===== config.mk =====
export PLATFORM = sky130hd
export DESIGN_NAME = spidiv_sck_gen
export DESIGN_NICKNAME = d
export VERILOG_FILES = /design/src/rtl/spidiv_pkg.sv /design/src/rtl/spidiv_decode.sv /design/src/rtl/spidiv_counter.sv /design/src/rtl/spidiv_sck_gen.sv
export SDC_FILE = /design/constraint.sdc
export NUM_CORES = 1
export LEC_CHECK = 0
export ABC_AREA = 0
export BUFFER_PORTS_ARGS = -buffer_cell sky130_fd_sc_hd__buf_2
export CORE_MARGIN = 2
export CORE_UTILIZATION = 58
export DETAILED_ROUTE_END_ITERATION = 6
export MAX_ROUTING_LAYER = met4
export PLACE_DENSITY = 0.81
export SKIP_LAST_GASP = 1
export SYNTH_ARGS = -nofsm -noshare
export SYNTH_HDL_FRONTEND = slang
export SYNTH_SLANG_ARGS = --single-unit

===== constraint.sdc =====
create_clock -name clk -period 2.9 [get_ports clk]
set_clock_uncertainty 0.2 [all_clocks]
set_input_delay 0.145 -clock clk [delete_from_list [all_inputs] [get_ports clk]]
set_output_delay 0.145 -clock clk [all_outputs]
set_load 0.005 [all_outputs]

===== src/rtl/spidiv_pkg.sv =====
package spidiv_pkg;
   function automatic int imax(input int a, input int b);
      return (a > b) ? a : b;
   endfunction
endpackage


===== src/rtl/spidiv_decode.sv =====
module spidiv_decode
   import spidiv_pkg::*;
#(
   parameter int LIN_W   = 8,
   parameter int EXP_W   = 4,
   localparam int CTL_W   = LIN_W + EXP_W + 1,
   localparam int RATIO_W = imax(LIN_W + 2, 2 ** EXP_W)
) (
   input  logic [CTL_W-1:0]   word,
   output logic [RATIO_W-1:0] ratio,
   output logic [RATIO_W-2:0] half
);
   logic [LIN_W-1:0]   lin_f;
   logic [EXP_W-1:0]   exp_f;
   logic               lin_mode;
   logic [RATIO_W-1:0] lin_ratio;
   logic [RATIO_W-1:0] exp_ratio;

   assign lin_f    = word[LIN_W-1:0];
   assign exp_f    = word[LIN_W +: EXP_W];
   assign lin_mode = word[CTL_W-1];

   assign lin_ratio = (RATIO_W'(lin_f) + RATIO_W'(1)) << 1;

   // one-hot power of two; exponent 0 is folded onto ratio 2
   for (genvar i = 0; i < RATIO_W; i++) begin : g_pow
      if (i == 0) begin : g_b0
         assign exp_ratio[i] = 1'b0;
      end else if (i == 1) begin : g_b1
         assign exp_ratio[i] = (exp_f == EXP_W'(0)) || (exp_f == EXP_W'(1));
      end else if (i < 2 ** EXP_W) begin : g_bn
         assign exp_ratio[i] = (exp_f == EXP_W'(i));
      end else begin : g_bz
         assign exp_ratio[i] = 1'b0;
      end
   end

   assign ratio = lin_mode ? lin_ratio : exp_ratio;
   assign half  = ratio[RATIO_W-1:1];
endmodule


===== src/rtl/spidiv_counter.sv =====
module spidiv_counter #(
   parameter int HALF_W = 15
) (
   input  logic              clk,
   input  logic              rst_n,
   input  logic              en,
   input  logic              restart,
   input  logic [HALF_W-1:0] reload_half,
   input  logic [HALF_W-1:0] run_half,
   output logic              tick
);
   logic [HALF_W-1:0] cnt;

   always_ff @(posedge clk or negedge rst_n) begin
      if (!rst_n) begin
         cnt  <= '0;
         tick <= 1'b0;
      end else if (restart) begin
         cnt  <= reload_half - HALF_W'(1);
         tick <= 1'b0;
      end else if (en) begin
         if (cnt == '0) begin
            cnt  <= run_half - HALF_W'(1);
            tick <= 1'b1;
         end else begin
            cnt  <= cnt - HALF_W'(1);
            tick <= 1'b0;
         end
      end else begin
         tick <= 1'b0;
      end
   end

   assert_cnt_in_window_R5: assert property (@(posedge clk) disable iff (!rst_n)
      cnt < run_half);
   assert_gated_off_R9: assert property (@(posedge clk) disable iff (!rst_n)
      !en |=> !tick);
   assert_hold_when_off_R9: assert property (@(posedge clk) disable iff (!rst_n)
      (!en && !restart) |=> $stable(cnt));
   assert_restart_quiet_R7: assert property (@(posedge clk) disable iff (!rst_n)
      restart |=> !tick);
   assert_single_pulse_R8: assert property (@(posedge clk) disable iff (!rst_n)
      (tick && run_half != HALF_W'(1)) |=> !tick);
endmodule


===== src/rtl/spidiv_sck_gen.sv =====
module spidiv_sck_gen
   import spidiv_pkg::*;
#(
   parameter int LIN_W   = 8,
   parameter int EXP_W   = 4,
   localparam int CTL_W   = LIN_W + EXP_W + 1,
   localparam int RATIO_W = imax(LIN_W + 2, 2 ** EXP_W)
) (
   input  logic               clk,
   input  logic               rst_n,
   input  logic               en,
   input  logic               ctl_wr,
   input  logic [CTL_W-1:0]   ctl_word,
   input  logic               burst_start,
   output logic               tick,
   output logic [RATIO_W-1:0] ratio
);
   initial begin
      if (LIN_W < 1 || LIN_W > 16) $error("LIN_W out of range");
      if (EXP_W < 1 || EXP_W > 5)  $error("EXP_W out of range");
   end

   logic [CTL_W-1:0]   ctl_q;
   logic [RATIO_W-1:0] ratio_new;
   logic [RATIO_W-2:0] half_q, half_new, reload_half;

   always_ff @(posedge clk or negedge rst_n) begin
      if (!rst_n)      ctl_q <= '0;
      else if (ctl_wr) ctl_q <= ctl_word;
   end

   spidiv_decode #(.LIN_W(LIN_W), .EXP_W(EXP_W)) u_dec_cur (
      .word(ctl_q), .ratio(ratio), .half(half_q));

   spidiv_decode #(.LIN_W(LIN_W), .EXP_W(EXP_W)) u_dec_new (
      .word(ctl_word), .ratio(ratio_new), .half(half_new));

   assign reload_half = ctl_wr ? half_new : half_q;

   spidiv_counter #(.HALF_W(RATIO_W - 1)) u_cnt (
      .clk(clk), .rst_n(rst_n), .en(en),
      .restart(ctl_wr | burst_start),
      .reload_half(reload_half), .run_half(half_q), .tick(tick));

   assert_ratio_even_R4: assert property (@(posedge clk) disable iff (!rst_n)
      (ratio[0] == 1'b0) && (ratio >= RATIO_W'(2)));
   assert_pow2_R3: assert property (@(posedge clk) disable iff (!rst_n)
      !ctl_q[CTL_W-1] |-> $countones(ratio) == 1);
   assert_latch_R1: assert property (@(posedge clk) disable iff (!rst_n)
      ctl_wr |=> ratio == $past(ratio_new));
   assert_keep_R1: assert property (@(posedge clk) disable iff (!rst_n)
      !ctl_wr |=> $stable(ratio));
endmodule


==> impl_metrics.tcl, run 1 <==
set metrics [dict create \
    final_common_cell "buf_2" \
    ys_seq_area_frac 0.2997 \
    async_reset_ff_frac 1.000 \
    synth-seq-cells 29 \
    max_slew.worst_pin.slew_ps 704.1 \
    peakVddDrop_v 0.0003405 \
    antenna_found_initial 0 \
    stdcell_count 393 \
    firstDrtPassIters 7 \
    htreeDepth 2 \
    multi_input_area_mm2 0.001652 \
    path_class "reg2reg" \
    vias 2510 \
    drtIter0Drc 350 \
    cts_buffers 5 \
    finalCritPeriodShare 0.9765 \
    rows 23 \
    grt_pass1_vias 2251 \
    post-route-drc-count 0 \
    synth.area.top_cells "dfrtp_1, mux2_2, nor2_1" \
    power_w 0.001433 \
    cts_root_buffer "clkbuf_8" \
    synth_area_per_cell_um2 8.320 \
    drive_gt1_frac 0.2682 \
    dieArea_mm2 0.004707 \
    hold_class "in2reg" \
    max_cap_violations 0 \
    die_y_um 68.61 \
    cp.required_ps 2880 \
    worstPathMaxFanout 12 \
    synth_nets 312 \
    grt_usage 0.3450 \
    place_area_mm2 0.002658 \
    clock_path_buffers 2 \
    post-synth-top-area-fraction 0.2997 \
    synth_cell_type_count 65 \
    place_inst 370 \
    cts_tree "yes" \
    fin_nets 363 \
    postRouteWirelength_um 7389 \
    worst_slack_ps 68.05 \
    hold_viol 0 \
    clk_pin_slew_worst_paths_ps 70 \
    syn_to_final_growth_pct 22.79 \
    fp.coreArea_mm2 0.004000 \
    max-slew-margin-rel 0.5293 \
    period_needed_ps 2832 \
    portBuffers 33 \
    status "finished, final reports clean" \
    start_util 0.6053 \
    antenna_cells 0 \
    finalWeightedCongestion 0.9726 \
    io_pins 35 \
    insertion_delay_ps 290 \
    powerDensity_mw_per_mm2 482.0 \
    dominantRegCellSynth "dfrtp_1" \
    seq_area_um2 725.7 \
    maxSlewViolCount 0 \
    detail_route.wl_per_cell_um 18.80 \
    ant_nets 0 \
    place_ws_ps -13.73 \
    synth_area_mm2 0.002421 \
    die_w_um 68.61 \
    dpl.hpwl_um 5257 \
    max_freq_ghz 0.3531 \
    viasPerCell 6.387 \
    cp.arrival_ps 2810 \
    fin_area_mm2 0.002973 \
    setup_viol 0 \
    critPathLaunchType "flop" \
    ys_warn_count 0 \
    cts.sink_count 29 \
    grt_pass1_wl_um 11410 \
    synth_edf_count 0 \
    synth.largest_area_cell "dfrtp_1" \
    syn_inst 291 \
    p_leak_nw 1.249 \
    end_kind "flop" \
    final_cell_mix "buf_2, nor2_1, dfrtp_1" \
    fill_cells 316 \
    grt_max_degree 30 \
    grt_remaining_overflow 0 \
]
==> critical path: stages, from the launching register on <==
cell	delay, ps
dfrtp_1	430
nor4_4	370
a41oi_1	160
buf_4	210
or3b_4	410
a21oi_4	270
nand4_4	190
o31a_1	310
o22a_1	180
==> cell usage after synthesis (2+ instances only) <==
cell       instances
xnor2_1           11
o21ai_0           17
a32oi_1            2
inv_1              9
nand3_1           15
xor2_1             5
nor2_1            30
o32a_1             3
or4_1              2
mux2_2            12
nor4_2             3
o21ai_1            2
o31ai_1            2
or3_1              3
nand4_1            3
nand2b_1           9
nand2_1           22
buf_2              2
o21a_1             2
nand4b_1           2
nor4_1             4
dfrtp_1           29
o32ai_1            4
clkbuf_1           9
o22a_1             2
a21o_1             3
a211o_2            2
a221oi_1           2
mux2i_1            2
ha_1               3
or2_2              4
nor2b_1            4
nor3_2             3
nor3_1            12
a21oi_1           15
a2111oi_0          2
o211ai_1           2
or3b_2             2
a31oi_1            3
o22ai_1            3
==> kinds of logic after synthesis <==
logic type	after synthesis	synth area share
AND/OR/NAND/NOR	129	0.3039
flip-flops	29	0.2997
adder cells (fa/ha/maj)	3	0.01551
XOR/XNOR	16	0.05788
other	1	0.001549
AO/OA/AOI/OAI	76	0.2160
multiplexers	14	0.06408
buffers and inverters	23	0.04134
==> registers in the layout (all words and copies together) (netlist names) <==
name	cells
u_cnt.tick	1
ctl_q	13
u_cnt.cnt	15
==> layout make-up <==
cell class,count,share of cell area
multi-input combinational,239,0.5556
timing repair buffer,58,0.1288
clock buffer,7,0.02904
clock inverter,1,0.01010
sequential,29,0.2441
tap,50,0.02104
inverter,9,0.01136
==> final timing paths <==
path	start	endpoint	slack (ps)	depth (start not counted)
worst max-delay path	u_cnt.cnt[5]$_DFFE_PN0P_	u_cnt.cnt[8]$_DFFE_PN0P_	70	8
worst min-delay path	ctl_word[8]	ctl_q[8]$_DFFE_PN0P_	30	2
worst max register to register	u_cnt.cnt[5]$_DFFE_PN0P_	u_cnt.cnt[8]$_DFFE_PN0P_	70	8
worst min register to register	u_cnt.cnt[10]$_DFFE_PN0P_	u_cnt.cnt[10]$_DFFE_PN0P_	340	2
max in group asynchronous	rst_n	ctl_q[0]$_DFFE_PN0P_	1840	2
min in group asynchronous	rst_n	u_cnt.tick$_DFF_PN0_	220	2
==> stage by stage <==
stage | hold slack, ps | TNS [ps] | util
final | 31.50 | 0 | 0.7432
after detailed placement | 20.96 | -13.73 | 0.6644
after floorplan | -350.6 | 0 | -
after global routing | 36.85 | -9.370 | 0.7432
after global placement | 8.795 | 0 | 0.6644
after CTS | 18.04 | 0 | 0.7272
==> power breakdown <==
| group | internal, W | switching, W | leakage (nW) |
|---|---|---|---|
| clock | 0.000280 | 0.000164 | 0.0585 |
| combinational | 0.000206 | 0.000252 | 0.840 |
| sequential | 0.000460 | 0.0000697 | 0.350 |
==> per-layer routing <==
metal  track usage  vias to the layer above  wire [um]  share of wire
li1              -                     1183          -              -
met1        0.4468                     1164       3104           0.42
met2        0.5421                      144       3561           0.48
met3       0.06169                       19        562          0.076
met4        0.1200                        0        161          0.022
met5             -                        -          0              0
==> timing repair <==
item / CTS / global route
pin swaps: 0 / 3
endpoints found under the hold margin: 40 / 0
setup buffers: 0 / 3
resized for setup: 2 / 9
hold buffers: 12 / 0
endpoints found under the setup margin: 2 / 8
cloned: 0 / 0
(Power assumes the default switching activity.)
==> run 2: changes to the inputs <==
--- a/config.mk
+++ b/config.mk
@@ -7,11 +7,13 @@
 export LEC_CHECK = 0
 export ABC_AREA = 0
 export BUFFER_PORTS_ARGS = -buffer_cell sky130_fd_sc_hd__buf_2
+export CELL_PAD_IN_SITES_DETAIL_PLACEMENT = 1
+export CELL_PAD_IN_SITES_GLOBAL_PLACEMENT = 2
 export CORE_MARGIN = 2
-export CORE_UTILIZATION = 58
+export CORE_UTILIZATION = 34
 export DETAILED_ROUTE_END_ITERATION = 6
 export MAX_ROUTING_LAYER = met4
-export PLACE_DENSITY = 0.81
+export PLACE_DENSITY_LB_ADDON = 0.1
 export SKIP_LAST_GASP = 1
 export SYNTH_ARGS = -nofsm -noshare
 export SYNTH_HDL_FRONTEND = slang
==> constraint.sdc (replaced) <==
create_clock -name clk -period 3.1 [get_ports clk]
set_clock_uncertainty 0.2 [all_clocks]
set_input_delay 0.155 -clock clk [delete_from_list [all_inputs] [get_ports clk]]
set_output_delay 0.155 -clock clk [all_outputs]
set_load 0.005 [all_outputs]
==> run 2 against run 1 <==
Register-to-register slack improved by 150 ps. Critical path type unchanged. The flow now finishes with violations (hold timing). Critical path depth increased by 1. Flip-flop and latch count unchanged. Total power decreased by 12%.
==> impl_metrics.tcl, run 2 (synthesis gave the netlist of run 1 again) <==
set metrics [dict create \
    setup_viol 0 \
    max_slew.worst_pin.slew_ps 752.5 \
    finalSetupTns_ps 0 \
    ant_nets 0 \
    path_class "reg2reg" \
    start_util 0.3544 \
    rows 30 \
    cpPeakStageDelay_ps 410 \
    htreeDepth 2 \
    finalWeightedCongestion 0.8257 \
    max-slew-margin-rel 0.4969 \
    dieArea_mm2 0.007812 \
    p_leak_nw 1.220 \
    peakVddDrop_v 0.0002512 \
    grt_pass1_vias 2441 \
    dpl.hpwl_um 6587 \
    worst_slack_ps 214.3 \
    syn_to_final_growth_pct 21.60 \
    hold_viol 1 \
    firstDrtPassIters 4 \
    fill_cells 861 \
    cp.buffers_inverters 1 \
    fin_nets 358 \
    viasPerCell 5.588 \
    multi_input_area_mm2 0.001628 \
    path_delay_family "simple AND/OR/NAND/NOR gates" \
    clk_pin_slew_worst_paths_ps 70 \
    postRouteWirelength_um 8347 \
    worstRegToRegCells 9 \
    slowest_stage "dfrtp_1" \
    detail_route.wl_per_cell_um 19.23 \
    critPathLaunchType "flop" \
    die_w_um 88.39 \
    fin_area_mm2 0.002944 \
    powerDensity_mw_per_mm2 429.3 \
    post-route-drc-count 0 \
    cts_buffers 5 \
    worstPathMaxFanout 12 \
    grt_remaining_overflow 0 \
    post-cts-setup-buffers 0 \
    vias 2425 \
    end_kind "flop" \
    largest_reg_flops 15 \
    cts_root_buffer "clkbuf_8" \
    antenna_cells 0 \
    period_needed_ps 2886 \
    max_freq_ghz 0.3465 \
    final_common_cell "buf_2" \
    status "complete, but fails checks" \
    cts.sink_count 29 \
    hold_class "in2reg" \
    place_ws_ps 43.77 \
    grt_max_degree 32 \
    crit_chain "nor4_2, a41oi_1, buf_4, or3b_4, a21oi_4, nand4_4, nor3_1, xor2_1, o21ai_0" \
    grt_usage 0.2388 \
    power_w 0.001264 \
    maxSlewViolCount 0 \
    grt_pass1_wl_um 13460 \
    io_pins 35 \
    finalCritPeriodShare 0.9309 \
    cp.arrival_ps 2860 \
    cts_tree "yes" \
    final_util 0.4310 \
    failed_checks "hold timing" \
    rsz0062_at_grt "no" \
    whs_path_depth 2 \
    insertion_delay_ps 280 \
    drtIter0Drc 100 \
    die_y_um 88.39 \
    portBuffers 33 \
    drive_gt1_frac 0.2722 \
    clock_path_buffers 2 \
    antenna_found_initial 0 \
    whs_ps -5.933 \
    largest_register "u_cnt.cnt" \
    fp.coreArea_mm2 0.006832 \
    cp_num_cells 9 \
    cp.required_ps 3070 \
    place_area_mm2 0.002730 \
    max_cap_violations 0 \
    seq_area_um2 725.7 \
    reg_top3 "u_cnt.cnt: 15 flops, ctl_q: 13 flops, u_cnt.tick: 1 flops" \
    final_cell_mix "buf_2, nor2_1, dfrtp_1" \
]
-- run 2: changes by cell type in the layout (fill, tap and decap cells not counted), sizes merged --
cell	change
bufinv	-1
clkinv	+1
dlygate4sd3	-4
buf	-1
-- run 2: area by class of cell --
cell class / count / share of cell area
timing repair buffer: 53 / 0.1139
sequential: 29 / 0.2465
inverter: 9 / 0.01147
clock inverter: 1 / 0.001700
multi-input combinational: 239 / 0.5529
clock buffer: 7 / 0.03272
tap: 96 / 0.04080
-- run 2: timing repair --
item                                    4_1_cts  5_1_grt
endpoints found under the setup margin        0        8
hold buffers                                  8        0
resized for setup                             0        6
hold endpoints to repair                     36        0
-- run 2: path summary, 6_finish.rpt --
path	start	endpoint	slack (ps)
hold reg to reg	u_cnt.cnt[0]$_DFFE_PN0P_	u_cnt.cnt[0]$_DFFE_PN0P_	340
setup / recovery	u_cnt.cnt[3]$_DFFE_PN0P_	u_cnt.cnt[10]$_DFFE_PN0P_	210
min in group asynchronous	rst_n	ctl_q[8]$_DFFE_PN0P_	250
max in group asynchronous	rst_n	ctl_q[7]$_DFFE_PN0P_	1980
hold / removal	ctl_word[7]	ctl_q[7]$_DFFE_PN0P_	-6
setup reg to reg	u_cnt.cnt[3]$_DFFE_PN0P_	u_cnt.cnt[10]$_DFFE_PN0P_	210
-- run 2: stage by stage --
step                      hold WS (ps)  instances
after detailed placement         53.77        418
after global placement           53.80        418
after CTS                       0.5881        434
after floorplan                 -340.6        291
final                           -5.933        434
after global routing             15.83        434
-- run 2: metal layers --
metal  up-vias  wire length (um)  GRT usage
li1       1169                 -          -
met1      1212              4089     0.3289
met2        37              4014     0.3800
met3         7               180    0.03078
met4         0                62    0.04545
met5         -                 0          -
-- run 2: worst register-to-register path, cell delays in order, from the launching register on --
cell,delay (ps)
dfrtp_1,410
nor4_2,380
a41oi_1,180
buf_4,210
or3b_4,410
a21oi_4,270
nand4_4,200
nor3_1,250
xor2_1,170
o21ai_0,80
-- run 2: where the power goes --
| group | total (W) | internal [W] | switching, W | leakage, nW |
|---|---|---|---|---|
| combinational | 0.000414 | 0.000179 | 0.000235 | 0.815 |
| clock | 0.000354 | 0.000201 | 0.000153 | 0.0542 |
| sequential | 0.000497 | 0.000431 | 0.0000662 | 0.350 |
